## config.mk

```make
export PLATFORM = sky130hd
export DESIGN_NAME = pam4_test_seq_gen
export DESIGN_NICKNAME = d
export VERILOG_FILES = /design/src/rtl/pam4_seq_pkg.sv /design/src/rtl/pam4_seq_pos.sv /design/src/rtl/pam4_seq_map.sv /design/src/rtl/pam4_test_seq_gen.sv
export SDC_FILE = /design/constraint.sdc
export NUM_CORES = 1
export LEC_CHECK = 0
export BUFFER_PORTS_ARGS = -buffer_cell sky130_fd_sc_hd__buf_2
export CORE_AREA = 2 2 70 52
export DETAILED_ROUTE_END_ITERATION = 8
export DIE_AREA = 0 0 72 54
export PLACE_DENSITY = 0.55
export SLEW_MARGIN = 5
export SYNTH_ARGS = -nofsm -noshare
export SYNTH_HDL_FRONTEND = slang
export SYNTH_SLANG_ARGS = --single-unit
```

## constraint.sdc

```tcl
create_clock -name clk -period 3.6 [get_ports clk]
set_clock_uncertainty 0.2 [all_clocks]
set_input_delay 0.54 -clock clk [delete_from_list [all_inputs] [get_ports clk]]
set_output_delay 0.54 -clock clk [all_outputs]
set_load 0.005 [all_outputs]
```

## src/rtl/pam4_seq_pkg.sv

```systemverilog
package pam4_seq_pkg;

    typedef enum logic [1:0] {
        PAT_CLK     = 2'd0,
        PAT_EVENODD = 2'd1,
        PAT_SQUARE  = 2'd2,
        PAT_LINEAR  = 2'd3
    } pat_mode_e;

    typedef logic [1:0] sym_t;

    // Registered output bundle of the top level
    typedef struct packed {
        pat_mode_e mode;
        sym_t      sym;
        logic      vld;
        logic      sop;
    } out_s;

    localparam int NUM_LIN_STEPS = 10;

    // Level staircase used by the linearity sequence
    function automatic sym_t lin_level(input int step);
        sym_t lvl;
        case (step)
            0: lvl = 2'd0;
            1: lvl = 2'd1;
            2: lvl = 2'd2;
            3: lvl = 2'd3;
            4: lvl = 2'd0;
            5: lvl = 2'd3;
            6: lvl = 2'd0;
            7: lvl = 2'd3;
            8: lvl = 2'd2;
            9: lvl = 2'd1;
            default: lvl = 2'd0;
        endcase
        return lvl;
    endfunction

endpackage

```

## src/rtl/pam4_seq_pos.sv

```systemverilog
module pam4_seq_pos
    import pam4_seq_pkg::*;
#(
    parameter int LEN_CLK = 2,
    parameter int LEN_EO  = 62,
    parameter int LEN_SQ  = 16,
    parameter int LEN_LIN = 160,
    parameter int POS_W   = 8
) (
    input  logic             clk,
    input  logic             rst_n,
    input  logic             enable,
    input  pat_mode_e        mode,
    output logic [POS_W-1:0] cur_idx,
    output logic             restart
);

    typedef struct packed {
        pat_mode_e        mode;
        logic [POS_W-1:0] pos;
    } pos_s;

    pos_s st_d, st_q;

    function automatic logic [POS_W-1:0] last_idx(input pat_mode_e m);
        case (m)
            PAT_CLK:     return POS_W'(LEN_CLK - 1);
            PAT_EVENODD: return POS_W'(LEN_EO - 1);
            PAT_SQUARE:  return POS_W'(LEN_SQ - 1);
            default:     return POS_W'(LEN_LIN - 1);
        endcase
    endfunction

    always_comb begin
        st_d      = st_q;
        st_d.mode = mode;
        restart   = !enable || (mode != st_q.mode);
        cur_idx   = restart ? '0 : st_q.pos;
        if (!enable) begin
            st_d.pos = '0;
        end else if (cur_idx == last_idx(mode)) begin
            st_d.pos = '0;
        end else begin
            st_d.pos = cur_idx + POS_W'(1);
        end
    end

    always_ff @(posedge clk or negedge rst_n) begin
        if (!rst_n) begin
            st_q <= '{mode: PAT_CLK, pos: '0};
        end else begin
            st_q <= st_d;
        end
    end


    pos_in_range_chk: assert property (@(posedge clk) disable iff (!rst_n)
        st_q.pos <= last_idx(st_q.mode));


    idle_pos_zero_chk: assert property (@(posedge clk) disable iff (!rst_n)
        !enable |=> (st_q.pos == '0));

endmodule

```

## src/rtl/pam4_seq_map.sv

```systemverilog
module pam4_seq_map
    import pam4_seq_pkg::*;
#(
    parameter int SQ_HALF   = 8,
    parameter int LIN_HOLD  = 16,
    parameter int EO_PAIRS1 = 15,
    parameter int POS_W     = 8
) (
    input  pat_mode_e        mode,
    input  logic [POS_W-1:0] idx,
    output sym_t             sym
);

    localparam int EO_SPLIT = 2 * EO_PAIRS1;

    sym_t sym_clk, sym_eo, sym_sq, sym_lin;
    logic odd;

    always_comb begin
        odd     = idx[0];
        sym_clk = odd ? 2'd3 : 2'd0;
        if (int'(idx) < EO_SPLIT) begin
            sym_eo = odd ? 2'd3 : 2'd0;
        end else begin
            sym_eo = odd ? 2'd0 : 2'd3;
        end
        sym_sq  = (int'(idx) < SQ_HALF) ? 2'd3 : 2'd0;
        sym_lin = lin_level(int'(idx) / LIN_HOLD);
        case (mode)
            PAT_CLK:     sym = sym_clk;
            PAT_EVENODD: sym = sym_eo;
            PAT_SQUARE:  sym = sym_sq;
            default:     sym = sym_lin;
        endcase
    end

endmodule

```

## src/rtl/pam4_test_seq_gen.sv

```systemverilog
module pam4_test_seq_gen
    import pam4_seq_pkg::*;
#(
    parameter int SQ_HALF   = 8,
    parameter int LIN_HOLD  = 16,
    parameter int EO_PAIRS1 = 15,
    parameter int EO_PAIRS2 = 16
) (
    input  logic       clk,
    input  logic       rst_n,
    input  logic       enable,
    input  logic [1:0] mode,
    output logic [1:0] sym_out,
    output logic       sym_valid,
    output logic       period_start
);

    localparam int LEN_CLK = 2;
    localparam int LEN_EO  = 2 * (EO_PAIRS1 + EO_PAIRS2);
    localparam int LEN_SQ  = 2 * SQ_HALF;
    localparam int LEN_LIN = NUM_LIN_STEPS * LIN_HOLD;
    localparam int MAX_A   = (LEN_EO > LEN_SQ) ? LEN_EO : LEN_SQ;
    localparam int MAX_B   = (LEN_LIN > LEN_CLK) ? LEN_LIN : LEN_CLK;
    localparam int MAX_LEN = (MAX_A > MAX_B) ? MAX_A : MAX_B;
    localparam int POS_W   = $clog2(MAX_LEN);

    pat_mode_e        mode_e;
    logic [POS_W-1:0] cur_idx;
    logic             restart;
    sym_t             map_sym;
    out_s             out_d, out_q;

    assign mode_e = pat_mode_e'(mode);

    pam4_seq_pos #(
        .LEN_CLK (LEN_CLK),
        .LEN_EO  (LEN_EO),
        .LEN_SQ  (LEN_SQ),
        .LEN_LIN (LEN_LIN),
        .POS_W   (POS_W)
    ) i_pos (
        .clk     (clk),
        .rst_n   (rst_n),
        .enable  (enable),
        .mode    (mode_e),
        .cur_idx (cur_idx),
        .restart (restart)
    );

    pam4_seq_map #(
        .SQ_HALF   (SQ_HALF),
        .LIN_HOLD  (LIN_HOLD),
        .EO_PAIRS1 (EO_PAIRS1),
        .POS_W     (POS_W)
    ) i_map (
        .mode (mode_e),
        .idx  (cur_idx),
        .sym  (map_sym)
    );

    always_comb begin
        out_d      = out_q;
        out_d.mode = mode_e;
        if (enable) begin
            out_d.sym = map_sym;
            out_d.vld = 1'b1;
            out_d.sop = restart || (cur_idx == '0);
        end else begin
            out_d.sym = 2'd0;
            out_d.vld = 1'b0;
            out_d.sop = 1'b0;
        end
    end

    always_ff @(posedge clk or negedge rst_n) begin
        if (!rst_n) begin
            out_q <= '{mode: PAT_CLK, sym: 2'd0, vld: 1'b0, sop: 1'b0};
        end else begin
            out_q <= out_d;
        end
    end

    assign sym_out      = out_q.sym;
    assign sym_valid    = out_q.vld;
    assign period_start = out_q.sop;


    disabled_idle_chk: assert property (@(posedge clk) disable iff (!rst_n)
        !enable |=> (!sym_valid && sym_out == 2'd0 && !period_start));


    start_needs_valid_chk: assert property (@(posedge clk) disable iff (!rst_n)
        period_start |-> sym_valid);


    first_symbol_chk: assert property (@(posedge clk) disable iff (!rst_n)
        period_start |-> (sym_out == ((out_q.mode == PAT_SQUARE) ? 2'd3 : 2'd0)));


    clk_alternates_chk: assert property (@(posedge clk) disable iff (!rst_n)
        (sym_valid && $past(sym_valid) && out_q.mode == PAT_CLK &&
         $past(out_q.mode) == PAT_CLK && !period_start) |-> (sym_out != $past(sym_out)));


    square_step_down_chk: assert property (@(posedge clk) disable iff (!rst_n)
        (sym_valid && $past(sym_valid) && out_q.mode == PAT_SQUARE &&
         $past(out_q.mode) == PAT_SQUARE && !period_start &&
         sym_out != $past(sym_out)) |-> (sym_out == 2'd0));


    restart_on_change_chk: assert property (@(posedge clk) disable iff (!rst_n)
        (enable && $past(rst_n) && mode != $past(mode)) |=> period_start);

endmodule

```

==> flow_metrics.env, run 1 <==
export IMPL_status="finished, final reports clean"
export IMPL_vias_per_cell=5.52
export IMPL_firstDrtPassIters=4
export IMPL_grt_antenna_before_repair=0
export IMPL_synth_distinct_cells=39
export IMPL_place_inst=143
export IMPL_min_period_over_period_pct=66.3
export IMPL_fin_nets=116
export IMPL_r2r_cells=8
export IMPL_crit_type="flip-flop to flip-flop"
export IMPL_synth_top_cell_by_area="dfrtp_1"
export IMPL_intPower_mw=0.250
export IMPL_crit_path_end="i_pos.st_q[4]$_DFF_PN0_"
export IMPL_ys_flop_type="dfrtp_1"
export IMPL_clock_power_share_pct=38.8
export IMPL_p_leak_nw=0.420
export IMPL_synthTopCellsByArea="dfrtp_1 (38%), a211oi_1 (6.4%), xor2_1 (5.6%)"
export IMPL_portBuffers=8
export IMPL_cp_cell_sequence="xor2_1 -> nor3_1 -> nand2_1 -> inv_2 -> ha_1 -> nand3_1 -> xor2_1 -> a211oi_1"
export IMPL_grtUsageTotal_pct=13.2
export IMPL_grt_pass1_wl_mm=3.77
export IMPL_dpl_hpwl_mm=1.59
export IMPL_p_switching_mw=0.0858
export IMPL_layout_drive_gt1_share_pct=15.9
export IMPL_cts_max_path_buffers=2
export IMPL_yosysMostFrequentCell="dfrtp_1"
export IMPL_finalSetupTns_ns=0
export IMPL_synthArstFlopShare_pct=100
export IMPL_num_vias=812
export IMPL_numClockSinks=14
export IMPL_period_minus_slack_ns=2.39
export IMPL_wire_per_inst_um=15.2
export IMPL_die_h_um=54
export IMPL_drtAntennaViolNets=0
export IMPL_critical_path_required_ns=3.56
export IMPL_ir_worst_vdd_uv=168
export IMPL_die_x_um=72
export IMPL_synth_seq_area_share_pct=37.5
export IMPL_wl_mm=2.23
export IMPL_crit_fanout=10
export IMPL_worstMarginPinSlew_ns=0.616
export IMPL_insertion_delay_ns=0.25
export IMPL_grt_overflow=0
export IMPL_fmax_ghz=0.419
export IMPL_seq_power_share_pct=50.1
export IMPL_ys_seq_elements=14
export IMPL_avgSynthCellArea_um2=8.97
export IMPL_netlist_top_cells_count="dfrtp_1 (14), nand2_1 (10), a211oi_1 (8)"
export IMPL_stdcell_count=147
export IMPL_clk_pin_slew_ns=0.06
export IMPL_design_area_mm2=0.00103
export IMPL_swShare_pct=25.6
export IMPL_die_area_mm2=0.00389
export IMPL_syn_nets=111
export IMPL_synthesis_area_um2=933
export IMPL_p_per_area_mw_per_mm2=326
export IMPL_grt_pass1_vias=737
export IMPL_ys_warn_count=0
export IMPL_synth_edf_count=0
export IMPL_crit_slowest_cell="dfrtp_1"
export IMPL_r2r_end="i_pos.st_q[4]$_DFF_PN0_"
export IMPL_critPathLaunch="i_pos.st_q[9]$_DFF_PN0_"
export IMPL_rsz0062_at_grt="false"
export IMPL_tritoncts="done"
export IMPL_grt_max_degree=15
export IMPL_initial_utilization_pct=28.2
export IMPL_post_cts_buffers=0
export IMPL_cts_resized=0
export IMPL_row_count=18
export IMPL_critical_path_endpoint_type="flip-flop"
export IMPL_worstReg2RegStart="i_pos.st_q[9]$_DFF_PN0_"
export IMPL_num_io_pins=9
export IMPL_cpMostUsedCell="xor2_1"
export IMPL_r2r_slack_ns=1.21
export IMPL_drv_slew=0
export IMPL_comb_power_share_pct=11.2
export IMPL_arrival_ns=2.35
export IMPL_htreeDepth=1
export IMPL_first_iter_violations=40
export IMPL_postCtsHoldBufs=1
export IMPL_place_gp_congestion=0.829
export IMPL_syn_to_final_growth_pct=10.3
export IMPL_cts_buffers=3
export IMPL_n_antenna_cell=0
export IMPL_cts_root_buf="clkbuf_8"
export IMPL_drv_cap=0
export IMPL_route_detailed_drc=0
export IMPL_max_stage_delay_ns=0.48
export IMPL_synth_cells=104
export IMPL_max_slew_margin_pct=58.9
export IMPL_hold_class="primary input to flip-flop"
export IMPL_placed_area_um2=978
export IMPL_coreArea_mm2=0.00331
export IMPL_setup_viol=0
export IMPL_worstSetupStartpointType="flip-flop"
export IMPL_finalHoldViolations=0
export IMPL_synth_top_area_share_pct=37.5
-- how the worst min path moves through the flow --
stage                start                       to  slack (ns)  cells after the start
finish              enable      sym_valid$_DFF_PN0_        0.32                      1
global route        enable      sym_valid$_DFF_PN0_        0.31                      1
CTS                 enable      sym_valid$_DFF_PN0_        0.31                      1
detailed placement   rst_n   period_start$_DFF_PN0_        0.26                      1
global placement     rst_n  i_pos.st_q[0]$_DFF_PN0_        0.25                      1
floorplan            rst_n  i_pos.st_q[0]$_DFF_PN0_        0.04                      0
-- power by group through the flow --
stage	sequential [mW]	combinational [mW]	clock, mW
global placement	0.171	0.0355	0
detailed placement	0.171	0.0367	0
finish	0.168	0.0374	0.130
CTS	0.168	0.0378	0.135
global route	0.169	0.0418	0.144
floorplan	0.169	0.0250	0
-- cell type report --
cell class / instances / area [um^2]
Clock buffer: 3 / 41.3
Fill cell: 367 / 2280
Inverter: 3 / 11.3
Multi-Input combinational cell: 78 / 527
Sequential cell: 14 / 350
Tap cell: 40 / 50.0
Timing Repair Buffer: 9 / 50.0
-- through the flow --
stage / utilization, % / setup slack (ns) / total power [mW] / hold slack [ns]
floorplan: - / 1.34 / 0.194 / 0.0444
global placement: 29.6 / 1.11 / 0.206 / 0.251
CTS: 31.1 / 1.23 / 0.340 / 0.308
global route: 31.1 / 0.976 / 0.355 / 0.307
detailed placement: 29.6 / 1.04 / 0.207 / 0.265
finish: 31.1 / 1.21 / 0.335 / 0.318
-- flip-flops by register name (all words and copies together), names as in the netlist --
signal / count
i_pos.st_q: 10
sym_out: 2
period_start: 1
sym_valid: 1
-- cells by family (layout without fill, tap and decap cells) --
logic type	after synthesis	after routing	share of synthesized area, %
buf+inv	12	15	6.03
compound gates	26	26	21.7
fa+ha+maj	2	2	2.68
simple gates	42	42	23.7
xor+xnor	8	8	8.31
flops	14	14	37.5
-- layer usage --
metal / wire, um / GRT usage [%] / vias to the layer above
met4: 23 / 4.09 / 0
li1: - / - / 393
met2: 973 / 18.8 / 27
met1: 1110 / 18.8 / 387
met5: 0 / 0 / -
met3: 129 / 4.49 / 5
-- critical path: cells and delay by family, from the launching register on --
| kind | cells | cell delay, ns |
|---|---|---|
| AOI/OAI and AO/OA | 1 | 0.20 |
| xor gates and xnor gates | 2 | 0.38 |
| adders and majority gates | 1 | 0.19 |
| buffers and inverters | 1 | 0.09 |
| DFF | 1 | 0.48 |
| and+or+nand+nor | 3 | 0.75 |
-- layout by cell type (no fill, tap or decap), types with 2 or more instances in the layout --
cell type  instances
nor2_1             6
nor3_1             6
a211oi_1           8
or3_1              3
ha_1               2
and3_1             2
o21ai_0            2
buf_2              8
clkbuf_8           3
nand2_1           10
dfrtp_1           14
inv_2              2
and2_1             2
nand3_1            4
a221oi_1           2
a21oi_1            4
nand4_1            2
xor2_1             6
No activity file was read; power rests on OpenSTA's default activity.
==> run 2, diff against run 1 <==
- clock period: 3.6 -> 2.3 ns (I/O delays scaled with it)
==> flow_metrics.env, run 2 (synthesized netlist as in run 1, its figures left out) <==
export IMPL_numClockSinks=14
export IMPL_cts_buffers=3
export IMPL_dp_slack_ns=0.0886
export IMPL_r2r_cells=8
export IMPL_firstDrtPassIters=4
export IMPL_die_h_um=54
export IMPL_arrival_ns=2.09
export IMPL_htreeDepth=1
export IMPL_top_register="i_pos.st_q"
export IMPL_finalSetupTns_ns=0
export IMPL_post_cts_buffers=0
export IMPL_initial_utilization_pct=28.2
export IMPL_final_setup_worst_slack_ns=0.163
export IMPL_grtUsageTotal_pct=13.4
export IMPL_fin_nets=125
export IMPL_num_io_pins=9
export IMPL_finalHoldViolations=0
export IMPL_tritoncts="done"
export IMPL_p_leak_nw=0.466
export IMPL_period_minus_slack_ns=2.14
export IMPL_fmax_ghz=0.468
export IMPL_grt_pass1_wl_mm=3.88
export IMPL_drtAntennaViolNets=0
export IMPL_grt_pass1_vias=741
export IMPL_n_antenna_cell=0
export IMPL_setup_viol=0
export IMPL_worstMarginPinSlew_ns=0.678
export IMPL_rsz0062_at_grt="false"
export IMPL_wire_per_inst_um=14.2
export IMPL_min_to="i_pos.st_q[8]$_DFF_PN0_"
export IMPL_worstReg2RegStart="i_pos.st_q[8]$_DFF_PN0_"
export IMPL_clk_pin_slew_ns=0.06
export IMPL_min_period_over_period_pct=92.9
export IMPL_max_stage_delay_ns=0.46
export IMPL_stdcell_count=156
export IMPL_first_iter_violations=56
export IMPL_place_gp_congestion=0.811
export IMPL_path_buf_inv=1
export IMPL_dpl_hpwl_mm=1.66
export IMPL_worstSetupStartpointType="flip-flop"
export IMPL_cts_root_buf="clkbuf_8"
export IMPL_route_detailed_drc=0
export IMPL_die_area_mm2=0.00389
export IMPL_drv_slew=0
export IMPL_syn_to_final_growth_pct=17.6
export IMPL_crit_fanout=7
export IMPL_place_inst=152
export IMPL_insertion_delay_ns=0.25
export IMPL_portBuffers=8
export IMPL_drv_cap=0
export IMPL_path_delay_family="simple AND/OR/NAND/NOR gates"
export IMPL_wl_mm=2.21
export IMPL_ir_worst_vdd_uv=262
export IMPL_status="finished, final reports clean"
export IMPL_power_mw=0.529
export IMPL_crit_slowest_cell="dfrtp_1"
export IMPL_cts_max_path_buffers=2
export IMPL_coreArea_mm2=0.00331
export IMPL_largest_reg_flops=10
export IMPL_final_cell_mix="dfrtp_1 (14), nand2_1 (10), buf_4 (9)"
export IMPL_cts_resized=0
export IMPL_vias_per_cell=5.29
export IMPL_critical_path_required_ns=2.26
export IMPL_hold_class="primary input to flip-flop"
export IMPL_grt_antenna_before_repair=0
export IMPL_max_slew_margin_pct=54.8
export IMPL_crit_type="flip-flop to flip-flop"
export IMPL_r2r_end="i_pos.st_q[4]$_DFF_PN0_"
export IMPL_critPathLaunch="i_pos.st_q[8]$_DFF_PN0_"
export IMPL_hold_depth=1
export IMPL_layout_drive_gt1_share_pct=22.4
export IMPL_row_count=18
export IMPL_grt_max_degree=15
export IMPL_hold_start="mode[0]"
export IMPL_num_vias=825
export IMPL_r2r_slack_ns=0.16
export IMPL_die_x_um=72
export IMPL_grt_overflow=0
export IMPL_cp_cell_sequence="xor2_2 -> nor3_1 -> nand2_1 -> inv_2 -> ha_1 -> nand3_1 -> xor2_1 -> a211oi_1"
export IMPL_critical_path_endpoint_type="flip-flop"
export IMPL_layout_commonest_cell="dfrtp_1"
export IMPL_p_per_area_mw_per_mm2=482
==> run 2: final cells by class <==
class                   instances  area, um^2
well taps                      40        50.0
multi-input cells              78         527
inverters                       3        11.3
repair buffers                 18         118
clock buffers                   3        41.3
flip-flops and latches         14         350
fillers                       347        2210
==> run 2: per-stage QoR <==
stage / hold slack [ns] / area [um^2] / util (%)
2_1_floorplan: -0.151 / 933 / -
3_3_place_gp: 0.0545 / 1050 / 31.6
3_5_place_dp: 0.0643 / 1050 / 31.6
4_1_cts: 0.138 / 1100 / 33.1
5_1_grt: 0.152 / 1100 / 33.1
6_report: 0.147 / 1100 / 33.1
==> run 2: worst max-delay path by stage <==
| stage | endpoint | cells past startpoint |
|---|---|---|
| floorplan | i_pos.st_q[4]$_DFF_PN0_ | 8 |
| global placement | i_pos.st_q[7]$_DFF_PN0_ | 6 |
| detailed placement | i_pos.st_q[4]$_DFF_PN0_ | 8 |
| CTS | i_pos.st_q[4]$_DFF_PN0_ | 7 |
| global route | i_pos.st_q[4]$_DFF_PN0_ | 8 |
| finish | i_pos.st_q[4]$_DFF_PN0_ | 8 |
==> run 2: timing repair <==
action | in CTS | in global routing
hold endpoints to repair | 14 | 0
setup endpoints to repair | 0 | 0
hold buffers | 1 | 0
==> run 2: per-layer routing <==
layer	global-route usage, %	vias to the layer above	part of all wire [%]
li1	-	408	-
met1	19.4	393	55
met2	19.0	19	40
met3	4.68	5	4.6
met4	2.83	0	0.68
met5	0	-	0
==> run 2: worst reg2reg max path: stages, from the launching register on <==
cell,delay [ns]
dfrtp_1,0.46
xor2_2,0.20
nor3_1,0.29
nand2_1,0.15
inv_2,0.08
ha_1,0.20
nand3_1,0.10
xor2_1,0.15
a211oi_1,0.21
==> run 2: report_power, final <==
part | switching [mW] | internal, mW
registers | 0.00644 | 0.254
logic | 0.0411 | 0.0264
clock network | 0.0848 | 0.116
==> run 3, diff against run 2 <==
- clock period: 2.3 -> 2.6 ns (I/O delays scaled with it)
==> flow_metrics.env, run 3 (synthesized netlist as in run 1, its figures left out) <==
export IMPL_status="finished, final reports clean"
export IMPL_worstReg2RegStart="i_pos.st_q[9]$_DFF_PN0_"
export IMPL_grt_max_degree=15
export IMPL_worstSetupStartpointType="flip-flop"
export IMPL_min_period_over_period_pct=84.8
export IMPL_crit_slowest_cell="dfrtp_1"
export IMPL_place_gp_congestion=0.815
export IMPL_fill_cells=335
export IMPL_r2r_cells=8
export IMPL_swShare_pct=24.6
export IMPL_stdcell_count=148
export IMPL_design_area_mm2=0.00104
export IMPL_drv_slew=0
export IMPL_hold_depth=1
export IMPL_critical_path_required_ns=2.54
export IMPL_insertion_delay_ns=0.25
export IMPL_grt_overflow=0
export IMPL_clock_power_share_pct=37.8
export IMPL_firstDrtPassIters=4
export IMPL_grt_pass1_vias=715
export IMPL_grtUsageTotal_pct=12.3
export IMPL_intPower_mw=0.347
export IMPL_r2r_slack_ns=0.39
export IMPL_final_cell_mix="dfrtp_1 (14), nand2_1 (10), a211oi_1 (8), buf_2 (8)"
export IMPL_p_leak_nw=0.425
export IMPL_tritoncts="done"
export IMPL_p_per_area_mw_per_mm2=443
export IMPL_drv_cap=0
export IMPL_finalSetupTns_ns=0
export IMPL_place_inst=144
export IMPL_fin_nets=117
export IMPL_rsz0062_at_grt="false"
export IMPL_initial_utilization_pct=28.2
export IMPL_finalHoldViolations=0
export IMPL_setup_viol=0
export IMPL_n_antenna_cell=0
export IMPL_hold_class="primary input to flip-flop"
export IMPL_layout_commonest_cell="dfrtp_1"
export IMPL_final_setup_worst_slack_ns=0.394
export IMPL_dpl_hpwl_mm=1.56
export IMPL_layout_drive_gt1_share_pct=16.7
export IMPL_comb_power_share_pct=11.6
export IMPL_finish_utilization_pct=31.3
export IMPL_r2r_end="i_pos.st_q[6]$_DFF_PN0_"
export IMPL_fmax_ghz=0.453
export IMPL_cts_buffers=3
export IMPL_dp_slack_ns=0.286
export IMPL_worstMarginPinSlew_ns=0.662
export IMPL_holdWs_ns=0.163
export IMPL_critical_path_endpoint_type="flip-flop"
export IMPL_crit_type="flip-flop to flip-flop"
export IMPL_top_register="i_pos.st_q"
export IMPL_period_minus_slack_ns=2.21
export IMPL_largest_reg_flops=10
export IMPL_num_vias=765
export IMPL_die_area_mm2=0.00389
export IMPL_portBuffers=8
export IMPL_clk_pin_slew_ns=0.06
export IMPL_placed_area_um2=986
export IMPL_grt_antenna_before_repair=0
export IMPL_die_x_um=72
export IMPL_min_to="sym_valid$_DFF_PN0_"
export IMPL_path_delay_family="simple AND/OR/NAND/NOR gates"
export IMPL_numClockSinks=14
export IMPL_cp_cell_sequence="xor2_1 -> nor3_1 -> nand2_1 -> inv_2 -> ha_1 -> nand2_1 -> xor2_1 -> a211oi_1"
export IMPL_power_mw=0.460
export IMPL_wl_mm=2.14
export IMPL_wire_per_inst_um=14.4
export IMPL_arrival_ns=2.15
export IMPL_seq_power_share_pct=50.6
export IMPL_path_buf_inv=1
export IMPL_die_h_um=54
export IMPL_htreeDepth=1
export IMPL_ir_worst_vdd_uv=235
export IMPL_row_count=18
export IMPL_grt_pass1_wl_mm=3.57
export IMPL_route_detailed_drc=0
export IMPL_post_cts_buffers=0
export IMPL_hold_start="enable"
export IMPL_coreArea_mm2=0.00331
export IMPL_cts_max_path_buffers=2
export IMPL_drtAntennaViolNets=0
export IMPL_max_stage_delay_ns=0.48
export IMPL_first_iter_violations=41
export IMPL_syn_to_final_growth_pct=11.1
export IMPL_vias_per_cell=5.17
export IMPL_num_io_pins=9
export IMPL_max_slew_margin_pct=55.8
export IMPL_cts_root_buf="clkbuf_8"
export IMPL_crit_fanout=10
export IMPL_p_switching_mw=0.113
run 3: cell count changes in the layout (fill, tap and decap cells not counted):
| cell | delta |
|---|---|
| buf_4 | -8 |
run 3: how the worst max path moves through the flow:
stage	startpoint	end	slack, ns	cells past startpoint
2_1_floorplan	mode[0]	i_pos.st_q[4]$_DFF_PN0_	0.49	8
3_3_place_gp	mode[1]	i_pos.st_q[6]$_DFF_PN0_	0.42	8
6_report	i_pos.st_q[9]$_DFF_PN0_	i_pos.st_q[6]$_DFF_PN0_	0.39	8
3_5_place_dp	mode[1]	i_pos.st_q[6]$_DFF_PN0_	0.29	8
5_1_grt	i_pos.st_q[9]$_DFF_PN0_	i_pos.st_q[6]$_DFF_PN0_	0.22	8
4_1_cts	i_pos.st_q[9]$_DFF_PN0_	i_pos.st_q[6]$_DFF_PN0_	0.38	7
run 3: repair_timing:
item                                    CTS  global route
hold buffers                              1             0
endpoints found under the hold margin    14             0
gates resized for setup                   0             0
endpoints found under the setup margin    0             0
run 3: layout make-up:
cell class                 instances  area, um^2  share of cell area (%)
clock buffer                       3        41.3                    3.98
inverter                           3        11.3                    1.09
timing repair buffer              10        57.6                    5.55
multi-input combinational         78         527                    50.8
tap                               40        50.0                    4.83
sequential                        14         350                    33.8
run 3: layer usage:
metal	track usage (%)	part of all wire, %	vias up
met5	0	0	-
met4	2.83	0.52	0
met3	4.68	4.4	2
met2	17.9	41	17
met1	17.3	54	354
li1	-	-	392
run 3: power by group through the flow:
stage / combinational (mW) / clock [mW] / sequential (mW)
after floorplan: 0.0346 / 0 / 0.234
after global placement: 0.0510 / 0 / 0.236
after detailed placement: 0.0526 / 0 / 0.236
after CTS: 0.0540 / 0.183 / 0.232
after global routing: 0.0596 / 0.195 / 0.233
final: 0.0534 / 0.174 / 0.232
